`config.mk`:
```
export PLATFORM = sky130hd
export DESIGN_NAME = serial_cfg_sequencer
export DESIGN_NICKNAME = d
export VERILOG_FILES = /design/src/rtl/serial_cfg_pkg.sv /design/src/rtl/serial_cfg_tick.sv /design/src/rtl/serial_cfg_shifter.sv /design/src/rtl/serial_cfg_ctrl.sv /design/src/rtl/serial_cfg_sequencer.sv
export SDC_FILE = /design/constraint.sdc
export NUM_CORES = 1
export LEC_CHECK = 0
export BUFFER_PORTS_ARGS = -buffer_cell sky130_fd_sc_hd__buf_2
export CAP_MARGIN = 10
export CORE_MARGIN = 5
export CORE_UTILIZATION = 60
export CTS_BUF_LIST = sky130_fd_sc_hd__clkbuf_8
export CTS_CLUSTER_DIAMETER = 60
export CTS_CLUSTER_SIZE = 8
export DETAILED_ROUTE_END_ITERATION = 16
export PLACE_DENSITY = 0.78
export SLEW_MARGIN = 30
export SYNTH_ARGS = -nofsm -noshare
export SYNTH_HDL_FRONTEND = slang
export SYNTH_SLANG_ARGS = --single-unit
```
`constraint.sdc`:
```
create_clock -name clk -period 2.2 [get_ports clk]
set_input_delay 0.11 -clock clk [delete_from_list [all_inputs] [get_ports clk]]
set_output_delay 0.11 -clock clk [all_outputs]
set_load 0.01 [all_outputs]
```
`src/rtl/serial_cfg_pkg.sv`:
```
package serial_cfg_pkg;

    localparam int FE_WORDS = 17;
    localparam int NUM_CHIPS = 3;

    typedef enum logic [1:0] {
        TGT_TIMING = 2'd0,
        TGT_FE_A   = 2'd1,
        TGT_FE_B   = 2'd2
    } target_e;

    // Order of this enum is the order of the front-end register walk.
    typedef enum logic [4:0] {
        ST_TIMING,
        ST_PWR_ON,
        ST_MODE_1, ST_MODE_2,
        ST_GAIN_1, ST_GAIN_2,
        ST_CLAMP_1, ST_CLAMP_2,
        ST_CTL_1, ST_CTL_2,
        ST_PIX3_1, ST_PIX3_2,
        ST_PIX2_1, ST_PIX2_2,
        ST_PIX1_1, ST_PIX1_2,
        ST_PIX0_1, ST_PIX0_2,
        ST_FE_FINISH
    } step_e;

    typedef enum logic [2:0] {
        PH_IDLE,
        PH_SETUP,
        PH_LOW,
        PH_HIGH,
        PH_GAP
    } shift_ph_e;

    typedef enum logic [1:0] {
        CT_IDLE,
        CT_ISSUE,
        CT_WAIT
    } ctl_ph_e;

    function automatic int fe_index(step_e s);
        return int'(s) - int'(ST_PWR_ON);
    endfunction

    function automatic logic [NUM_CHIPS-1:0] sel_decode(target_e t, logic act);
        logic [NUM_CHIPS-1:0] r;
        r = '0;
        for (int i = 0; i < NUM_CHIPS; i++) begin
            if (act && int'(t) == i) r[i] = 1'b1;
        end
        return r;
    endfunction

endpackage

```
`src/rtl/serial_cfg_tick.sv`:
```
module serial_cfg_tick #(
    parameter int CNT_W = 8
) (
    input  logic             clk,
    input  logic             rst,
    input  logic             restart,
    input  logic             run,
    input  logic [CNT_W-1:0] half,
    output logic             tick
);
    logic [CNT_W-1:0] cnt;
    logic             at_end;

    assign at_end = (cnt == half - CNT_W'(1));
    assign tick   = run && at_end;

    always_ff @(posedge clk) begin
        if (rst || restart) begin
            cnt <= '0;
        end else if (run) begin
            if (at_end) cnt <= '0;
            else        cnt <= cnt + CNT_W'(1);
        end
    end
endmodule

```
`src/rtl/serial_cfg_shifter.sv`:
```
module serial_cfg_shifter
    import serial_cfg_pkg::*;
#(
    parameter int WORD_W = 16
) (
    input  logic              clk,
    input  logic              rst,
    input  logic              load_req,
    input  logic [WORD_W-1:0] word,
    input  logic              tick,
    output logic              ser_load,
    output logic              ser_data,
    output logic              ser_clk,
    output logic              active,
    output logic              fin
);
    localparam int BIT_W = (WORD_W > 2) ? $clog2(WORD_W) : 1;

    shift_ph_e         ph;
    logic [WORD_W-1:0] sreg;
    logic [BIT_W-1:0]  bit_cnt;
    logic              gap_seen;

    assign active = (ph != PH_IDLE);

    always_ff @(posedge clk) begin
        if (rst) begin
            ph       <= PH_IDLE;
            sreg     <= '0;
            bit_cnt  <= '0;
            gap_seen <= 1'b0;
            ser_load <= 1'b0;
            ser_data <= 1'b0;
            ser_clk  <= 1'b0;
            fin      <= 1'b0;
        end else begin
            fin <= 1'b0;
            case (ph)
                PH_IDLE: begin
                    if (load_req) begin
                        sreg <= word;
                        ph   <= PH_SETUP;
                    end
                end
                PH_SETUP: begin
                    if (tick) begin
                        ser_load <= 1'b1;
                        ser_data <= sreg[WORD_W-1];
                        bit_cnt  <= BIT_W'(WORD_W - 1);
                        ph       <= PH_LOW;
                    end
                end
                PH_LOW: begin
                    if (tick) begin
                        ser_clk <= 1'b1;
                        ph      <= PH_HIGH;
                    end
                end
                PH_HIGH: begin
                    if (tick) begin
                        ser_clk <= 1'b0;
                        if (bit_cnt == '0) begin
                            ser_load <= 1'b0;
                            ser_data <= 1'b0;
                            gap_seen <= 1'b0;
                            ph       <= PH_GAP;
                        end else begin
                            sreg     <= sreg << 1;
                            ser_data <= sreg[WORD_W-2];
                            bit_cnt  <= bit_cnt - BIT_W'(1);
                            ph       <= PH_LOW;
                        end
                    end
                end
                PH_GAP: begin
                    if (tick) begin
                        if (gap_seen) begin
                            ph  <= PH_IDLE;
                            fin <= 1'b1;
                        end else begin
                            gap_seen <= 1'b1;
                        end
                    end
                end
                default: ph <= PH_IDLE;
            endcase
        end
    end
endmodule

```
`src/rtl/serial_cfg_ctrl.sv`:
```
module serial_cfg_ctrl
    import serial_cfg_pkg::*;
#(
    parameter int WORD_W   = 16,
    parameter int TG_WORDS = 4,
    parameter int CNT_W    = 8,
    parameter int HALF_TG  = 2,
    parameter int HALF_FE  = 4,
    parameter logic [TG_WORDS*WORD_W-1:0] TG_IMG = '0,
    parameter logic [FE_WORDS*WORD_W-1:0] FE_IMG = '0
) (
    input  logic                 clk,
    input  logic                 rst,
    input  logic                 start,
    input  logic                 fin,
    output logic                 req,
    output logic [WORD_W-1:0]    word,
    output logic [CNT_W-1:0]     half,
    output logic [NUM_CHIPS-1:0] chip_sel,
    output logic                 busy,
    output logic                 done
);
    localparam int TGI_W = (TG_WORDS > 1) ? $clog2(TG_WORDS) : 1;

    ctl_ph_e          ph;
    step_e            step;
    target_e          target;
    logic [TGI_W-1:0] tg_idx;

    assign busy     = (ph != CT_IDLE);
    assign chip_sel = sel_decode(target, busy);
    assign half     = (target == TGT_TIMING) ? CNT_W'(HALF_TG) : CNT_W'(HALF_FE);

    always_comb begin
        int fi;
        fi   = fe_index(step);
        word = '0;
        if (step == ST_TIMING) begin
            word = TG_IMG[int'(tg_idx)*WORD_W +: WORD_W];
        end else if (fi >= 0 && fi < FE_WORDS) begin
            word = FE_IMG[fi*WORD_W +: WORD_W];
        end
    end

    always_ff @(posedge clk) begin
        if (rst) begin
            ph     <= CT_IDLE;
            step   <= ST_TIMING;
            target <= TGT_TIMING;
            tg_idx <= '0;
            req    <= 1'b0;
            done   <= 1'b0;
        end else begin
            req <= 1'b0;
            case (ph)
                CT_IDLE: begin
                    if (start) begin
                        done   <= 1'b0;
                        target <= TGT_TIMING;
                        step   <= ST_TIMING;
                        tg_idx <= '0;
                        ph     <= CT_ISSUE;
                    end
                end
                CT_ISSUE: begin
                    if (step == ST_FE_FINISH) begin
                        if (target == TGT_FE_A) begin
                            target <= TGT_FE_B;
                            step   <= ST_PWR_ON;
                        end else begin
                            done <= 1'b1;
                            ph   <= CT_IDLE;
                        end
                    end else begin
                        req <= 1'b1;
                        ph  <= CT_WAIT;
                    end
                end
                CT_WAIT: begin
                    if (fin) begin
                        ph <= CT_ISSUE;
                        if (step == ST_TIMING) begin
                            if (int'(tg_idx) == TG_WORDS - 1) begin
                                target <= TGT_FE_A;
                                step   <= ST_PWR_ON;
                            end else begin
                                tg_idx <= tg_idx + TGI_W'(1);
                            end
                        end else begin
                            step <= step_e'(5'(step) + 5'd1);
                        end
                    end
                end
                default: ph <= CT_IDLE;
            endcase
        end
    end
endmodule

```
`src/rtl/serial_cfg_sequencer.sv`:
```
module serial_cfg_sequencer
    import serial_cfg_pkg::*;
#(
    parameter int WORD_W   = 16,
    parameter int TG_WORDS = 4,
    parameter int CNT_W    = 8,
    parameter int HALF_TG  = 2,
    parameter int HALF_FE  = 4,
    parameter logic [TG_WORDS*WORD_W-1:0] TG_IMG = {TG_WORDS{WORD_W'(16'hA5C3)}},
    parameter logic [FE_WORDS*WORD_W-1:0] FE_IMG = {FE_WORDS{WORD_W'(16'h8421)}}
) (
    input  logic       clk,
    input  logic       rst,
    input  logic       start,
    output logic       ser_load,
    output logic       ser_data,
    output logic       ser_clk,
    output logic [2:0] chip_sel,
    output logic       busy,
    output logic       done
);
    logic              req;
    logic              fin;
    logic              tick;
    logic              active;
    logic [WORD_W-1:0] word;
    logic [CNT_W-1:0]  half;

    serial_cfg_ctrl #(
        .WORD_W  (WORD_W),
        .TG_WORDS(TG_WORDS),
        .CNT_W   (CNT_W),
        .HALF_TG (HALF_TG),
        .HALF_FE (HALF_FE),
        .TG_IMG  (TG_IMG),
        .FE_IMG  (FE_IMG)
    ) u_ctrl (
        .clk     (clk),
        .rst     (rst),
        .start   (start),
        .fin     (fin),
        .req     (req),
        .word    (word),
        .half    (half),
        .chip_sel(chip_sel),
        .busy    (busy),
        .done    (done)
    );

    serial_cfg_tick #(.CNT_W(CNT_W)) u_tick (
        .clk    (clk),
        .rst    (rst),
        .restart(req),
        .run    (active),
        .half   (half),
        .tick   (tick)
    );

    serial_cfg_shifter #(.WORD_W(WORD_W)) u_shift (
        .clk     (clk),
        .rst     (rst),
        .load_req(req),
        .word    (word),
        .tick    (tick),
        .ser_load(ser_load),
        .ser_data(ser_data),
        .ser_clk (ser_clk),
        .active  (active),
        .fin     (fin)
    );
endmodule

```
After elaboration in Yosys (flattened, before gate mapping)

Cells that the tools add are included.

Shifts and indexed selects: 2
Equal/unequal tests: 30
Mux-type cells: 63
Reductions and logical operators: 35
Bitwise operators: 3
Magnitude comparators: 2
$add $sub $neg: 6

Operator list:

| cell                       | number |
|---|---|
| $shiftx 272x32->16 const A | 1 |
| $mux 16                    | 5 |
| $shiftx 64x7->16 const A   | 1 |
| $ge 32x1->1 const B        | 1 |
| $lt 32x6->1 const B        | 1 |
| $pmux 16 s2                | 1 |
| $mux 5                     | 6 |
| $mux 2                     | 13 |
| $mux 3                     | 8 |
| $reduce_and 4->1           | 5 |
| $ne 2x2->1 const B         | 9 |
| $mux 1                     | 15 |
| $pmux 3 s5                 | 1 |
| $pmux 5 s3                 | 1 |
| $ne 2x1->1 const B         | 7 |
| $reduce_bool 2->1          | 7 |
| $mux 4                     | 3 |
| $pmux 2 s3                 | 2 |
| $reduce_and 6->1           | 2 |
| $pmux 1 s2                 | 5 |
| $reduce_and 3->1           | 3 |
| $add 8x1->8 const B        | 1 |
| $eq 8x8->1                 | 1 |
| $mux 8                     | 1 |
| other kinds (26)           | 41 |

Output and inout bits: 8
Flip-flop bits (word level): 49
Input bits: 3

Logic depth before layout (Yosys ltp)

Word-level depth: 7
Mapped depth: 8
Gate-level depth less buffers: 7

Cells and area by module

A second synthesis with hierarchy kept.

Cells, all modules: 390
Area total of the unflattened synthesis: 3,379.5 sq um

By module, submodules not included:

| module             | cells an instance | seq. area each (sq um) | area an instance (sq um) | instances |
|---|---|---|---|---|
| serial_cfg_shifter | 171               | 560.5                  | 1,556.5                  | 1 |
| serial_cfg_ctrl    | 136               | 260.2                  | 1,103.6                  | 1 |
| serial_cfg_tick    | 83                | 160.2                  | 719.4                    | 1 |

Worst setup path after synthesis

OpenSTA, ideal clock, no wires.

Path kind: register -> register
Start point: register u_ctrl.ph[0]
End point: register u_ctrl.step[4]
Arrival: 1.927 ns
Stages on the path, launching flop included: 9
Clock period less this slack: 2.002 ns
Required time: 2.125 ns
Library setup time: 0.075 ns
Setup slack: 0.198 ns
Cells stage by stage: dfxtp_1 > inv_1 > ha_1 > buf_2 > nand2b_2 > a21boi_1 > nand4_2 > or4_1 > a31oi_1

Word-level cells in the longest chain between the ends: 3
Elaborated cells between the ends (all ways): 11
Those cells by class: 7 x eq/ne; 1 x mux; 3 x reduce/logical

Ends and longest elaborated chain:

| what                                         | line                  | source |
|---|---|---|
| start: declaration                           | serial_cfg_ctrl.sv:25 | `ctl_ph_e ph;` |
| start signal: assignment                     | serial_cfg_ctrl.sv:47 | `ph <= CT_IDLE;` |
| start signal: assignment                     | serial_cfg_ctrl.sv:62 | `ph <= CT_ISSUE;` |
| start signal: assignment                     | serial_cfg_ctrl.sv:72 | `ph <= CT_IDLE;` |
| $eq 2x2->1 (tied with other cells)           | serial_cfg_ctrl.sv:55 | `case (ph)` |
| $ne 3x3->1 (no line) (tied with other cells) | n/a                   |  |
| $reduce_and 6->1 (no line)                   | n/a                   |  |
| end signal: assignment                       | serial_cfg_ctrl.sv:90 | `step <= step_e'(5'(step) + 5'd1);` |
| end: declaration                             | serial_cfg_ctrl.sv:26 | `step_e step;` |

Several ways; a longest one is shown, not always the timed one.
A chain may end at the register's enable or synchronous reset.

Worst setup path in the final report

Start point: register u_ctrl.step[1]
End point: register u_ctrl.step[4]

Word-level cells in the longest chain between the ends: 4
Elaborated cells between the ends (all ways): 9
Those cells by class: 1 x add/sub; 3 x eq/ne; 3 x mux; 2 x reduce/logical

Ends and longest elaborated chain:

| what                                                  | line                                         | source |
|---|---|---|
| $add 5x1->5 / $logic_not 5->1 (equally long branches) | serial_cfg_ctrl.sv:90, serial_cfg_ctrl.sv:82 |  |
| $mux 5                                                | serial_cfg_ctrl.sv:82                        | `if (step == ST_TIMING) begin` |
| $mux 5                                                | serial_cfg_ctrl.sv:80                        | `if (fin) begin` |
| $pmux 5 s3                                            | serial_cfg_ctrl.sv:55                        |  |

Several ways; a longest one is shown, not always the timed one. The select of a mux whose other input is x is not followed.

==> metrics.txt <==
status finished, final reports clean; H-tree Lvls 2; utilization after layout 0.682; Cells after Synth 303; post-route ant nets 0; R2R Setup Slk 0.14 ns; Max Clock Freq roughly 490 MHz; endpoint class of the critical path register; Worst EP required roughly 2.4 ns; starting density of the core 0.622; Worst Skew approximately 0.0073 ns; overall power 2.66 mW; dpl ws 0.107 ns; critical path's slowest cell or4_1; GRT Overall Usage 0.191; cts hold-fix bufs 0; Yosys reg bits 49; initial antenna violation count 0; startpoint types register; CP max FO 6; fillcell total 350; Syn Std Cell Area 0.00251 mm²; Antenna diodes 0; switching fraction of total power 0.354; First DRT Iteration DRCs roughly 150; Port-buffer cells 10; sequential power share 0.408; leakage 1.01 nW; vias in the first global route 1887; critical path's largest stage delay 0.53 ns; worst hold-check path type in -> reg; number of synthesized flops with an enable pin 0; area growth from synthesis to layout 9.58%; first-pass GRT wire length 8500 µm; Internal Power 1.72 mW; fin crit share 0.936; Max clock buf depth 2; Clk pin slew, worst setup/hold paths 0.09 ns; Final Net Count approximately 330; fin crit period 2.06 ns; Die X 74.6 µm; CP cell instances inv_1, ha_1, nor4b_1, nand3_1, nand4_2, or4_1, a31oi_1; Peak VDD IR 546 µV; Ys Warns 0; post-synthesis mux area share 0.0200; main combinational cell family by area after synthesis simple AND/OR/NAND/NOR gates; Synth Area in XOR/XNOR 0.0349; Top FF cell, synth dfxtp_1; max-slew violations 0; grt ovf 0; sw power ~0.94 mW; routed length per instance 14.0 µm; TritonCTS Buffers 5; Bufs and invs on worst path 1; Mean Syn Cell Area just over 8 µm²; setup violators final 0; dpl hpwl about 3600 µm; CTS sink count 49; largest net degree at the start of global routing 21; max cap viols 0; die area between 0.005 and 0.006 mm²; die height 74.6 µm; crit path DAT 2.29 ns; via count approximately 2200; Compound-Gate Fraction of Synth Area 0.170; Fin. Hold Viols 0; Crit Path Class reg -> reg; Initial DRT Pass Iterations 4; sequential-to-total area share from yosys stat 0.391; CTS tree built; Synth Area in Simple Gates 0.270; Worst path depth 7; worst setup margin 0.140 ns; routed wire length 5140 µm; ys async rst share 0; routability cong. 0.816; delay-heaviest family, CP simple AND/OR/NAND/NOR gates; IO Count 11; power share of the clock group 0.233; TNS Setup 0 ns; Comb pwr share 0.359; Worst R2R Path Depth 7; Root Buffer clkbuf_8; DRC violations left 0; share of cells above drive strength 1 0.132; Worst slew margin 0.646; clk_lat worst skew 0.30 ns; number of library cell types mapped by synthesis 49; core area 0.00403 mm²; Pwr Density approximately 970 mW/mm²; Synth Area in Adders 0.0549; Worst Max-Slew Pin Slew 0.527 ns; Hold Path Depth 4; Via density 5.90; Row Count 23; post-synth net total 317; unrepaired setup endpoints after global routing no
-- cell families after synthesis --
family                   after synthesis
flip-flops                            49
multiplexers                           5
adder cells (fa/ha/maj)               11
AND/OR/NAND/NOR                      133
XOR/XNOR                              10
AO/OA/AOI/OAI                         64
buffers and inverters                 31
-- Yosys cell counts, types with 2 or more instances --
library cell,number,area [µm²]
a211oi_1,11,82.6
a21oi_1,24,120
a221oi_1,2,17.5
a22oi_1,7,52.6
a31oi_1,2,12.5
and2_1,3,18.8
buf_2,7,35.0
buf_4,2,15.0
buf_6,2,22.5
clkbuf_1,6,22.5
dfxtp_1,49,981
ha_1,11,138
inv_1,14,52.6
mux2i_1,5,50.1
nand2_1,24,90.1
nand3_1,10,50.1
nand3b_1,2,15.0
nand4_1,7,43.8
nor2_1,42,158
nor2b_1,3,18.8
nor3_1,18,90.1
nor3b_1,3,22.5
nor4_1,2,12.5
nor4b_1,2,17.5
o21ai_0,6,30.0
or3_1,5,31.3
or4_1,4,30.0
xor2_1,9,78.8
-- layer usage --
metal / up-vias / global-route usage / wire [µm]
li1: 1106 / - / -
met4: 0 / 0.0415 / 32
met1: 1029 / 0.245 / 2380
met3: 4 / 0.0401 / 206
met2: 34 / 0.332 / 2520
met5: - / 0 / 0
-- final timing paths --
path	to	from
setup reg to reg	u_ctrl.step[4]$_SDFFE_PP0P_	u_ctrl.step[1]$_SDFFE_PP0P_
setup / recovery	u_ctrl.step[4]$_SDFFE_PP0P_	u_ctrl.step[1]$_SDFFE_PP0P_
hold reg to reg	u_shift.ser_data$_SDFFE_PP0P_	u_shift.ser_data$_SDFFE_PP0P_
hold / removal	u_ctrl.done$_SDFFE_PP0P_	start
-- per-stage QoR --
step	hold slack [ns]	area, µm²	instances
after global routing	0.139	2750	368
after detailed placement	0.447	2620	359
final	0.127	2750	368
after floorplan	0.313	2510	303
after CTS	0.121	2730	366
after global placement	0.425	2620	359
-- power by group through the flow --
stage               sequential [mW]  combinational, mW  clock, mW
detailed placement             1.10              0.888          0
global route                   1.10               1.06      0.671
finish                         1.09              0.954      0.619
CTS                            1.08              0.892      0.629
global placement               1.10              0.861          0
floorplan                      1.08              0.679          0
-- worst reg2reg max path, stage by stage (launching register included) --
cell and delay, ns:
dfxtp_1 0.44, inv_1 0.09, ha_1 0.23, nor4b_1 0.18
nand3_1 0.18, nand4_2 0.19, or4_1 0.53, a31oi_1 0.16
-- sequential cells by signal, summed over array words and instances, names as in the netlist --
register and flops:
u_ctrl.tg_idx 2, u_tick.cnt 8, u_ctrl.req 1, u_shift.ser_data 1
u_shift.ph 3, u_ctrl.done 1, u_shift.ser_load 1, u_shift.fin 1
u_ctrl.ph 2, u_shift.sreg 16, u_ctrl.step 5, u_shift.ser_clk 1
u_shift.gap_seen 1, u_shift.bit_cnt 4, u_ctrl.target 2
-- layout by cell type (no fill, tap or decap), types with 2 or more instances in the layout --
| cell type | Yosys | final |
|---|---|---|
| nor2_1 | 42 | 42 |
| clkbuf_8 | 0 | 5 |
| nand3b_1 | 2 | 2 |
| o21ai_0 | 6 | 6 |
| buf_4 | 2 | 14 |
| or3_1 | 5 | 5 |
| or4_1 | 4 | 4 |
| ha_1 | 11 | 11 |
| a221oi_1 | 2 | 2 |
| a21oi_1 | 24 | 23 |
| a21oi_2 | 1 | 2 |
| nor3b_1 | 3 | 3 |
| nand3_1 | 10 | 10 |
| nor2b_1 | 3 | 3 |
| nor3_1 | 18 | 18 |
| xor2_1 | 9 | 9 |
| and2_1 | 3 | 3 |
| mux2i_1 | 5 | 5 |
| nor4b_1 | 2 | 2 |
| inv_1 | 14 | 14 |
| nor4_1 | 2 | 2 |
| dfxtp_1 | 49 | 49 |
| a31oi_1 | 2 | 2 |
| buf_2 | 7 | 10 |
| a211oi_1 | 11 | 11 |
| nand4_1 | 7 | 8 |
| nand2_1 | 24 | 24 |
| a22oi_1 | 7 | 7 |
-- layout make-up --
| cell class | count | area (µm²) | area share |
|---|---|---|---|
| Timing Repair Buffer | 24 | 155 | 0.0565 |
| Sequential cell | 49 | 981 | 0.357 |
| Inverter | 14 | 52.6 | 0.0191 |
| Multi-Input combinational cell | 224 | 1390 | 0.507 |
| Clock buffer | 5 | 68.8 | 0.0250 |
| Clock inverter | 2 | 35.0 | 0.0128 |
| Tap cell | 50 | 62.6 | 0.0228 |
-- repair_timing --
item                                    CTS  global route
resized for setup                         0             2
buffers inserted                          0             1
endpoints found under the setup margin    0             3
(Power assumes the default switching activity.)
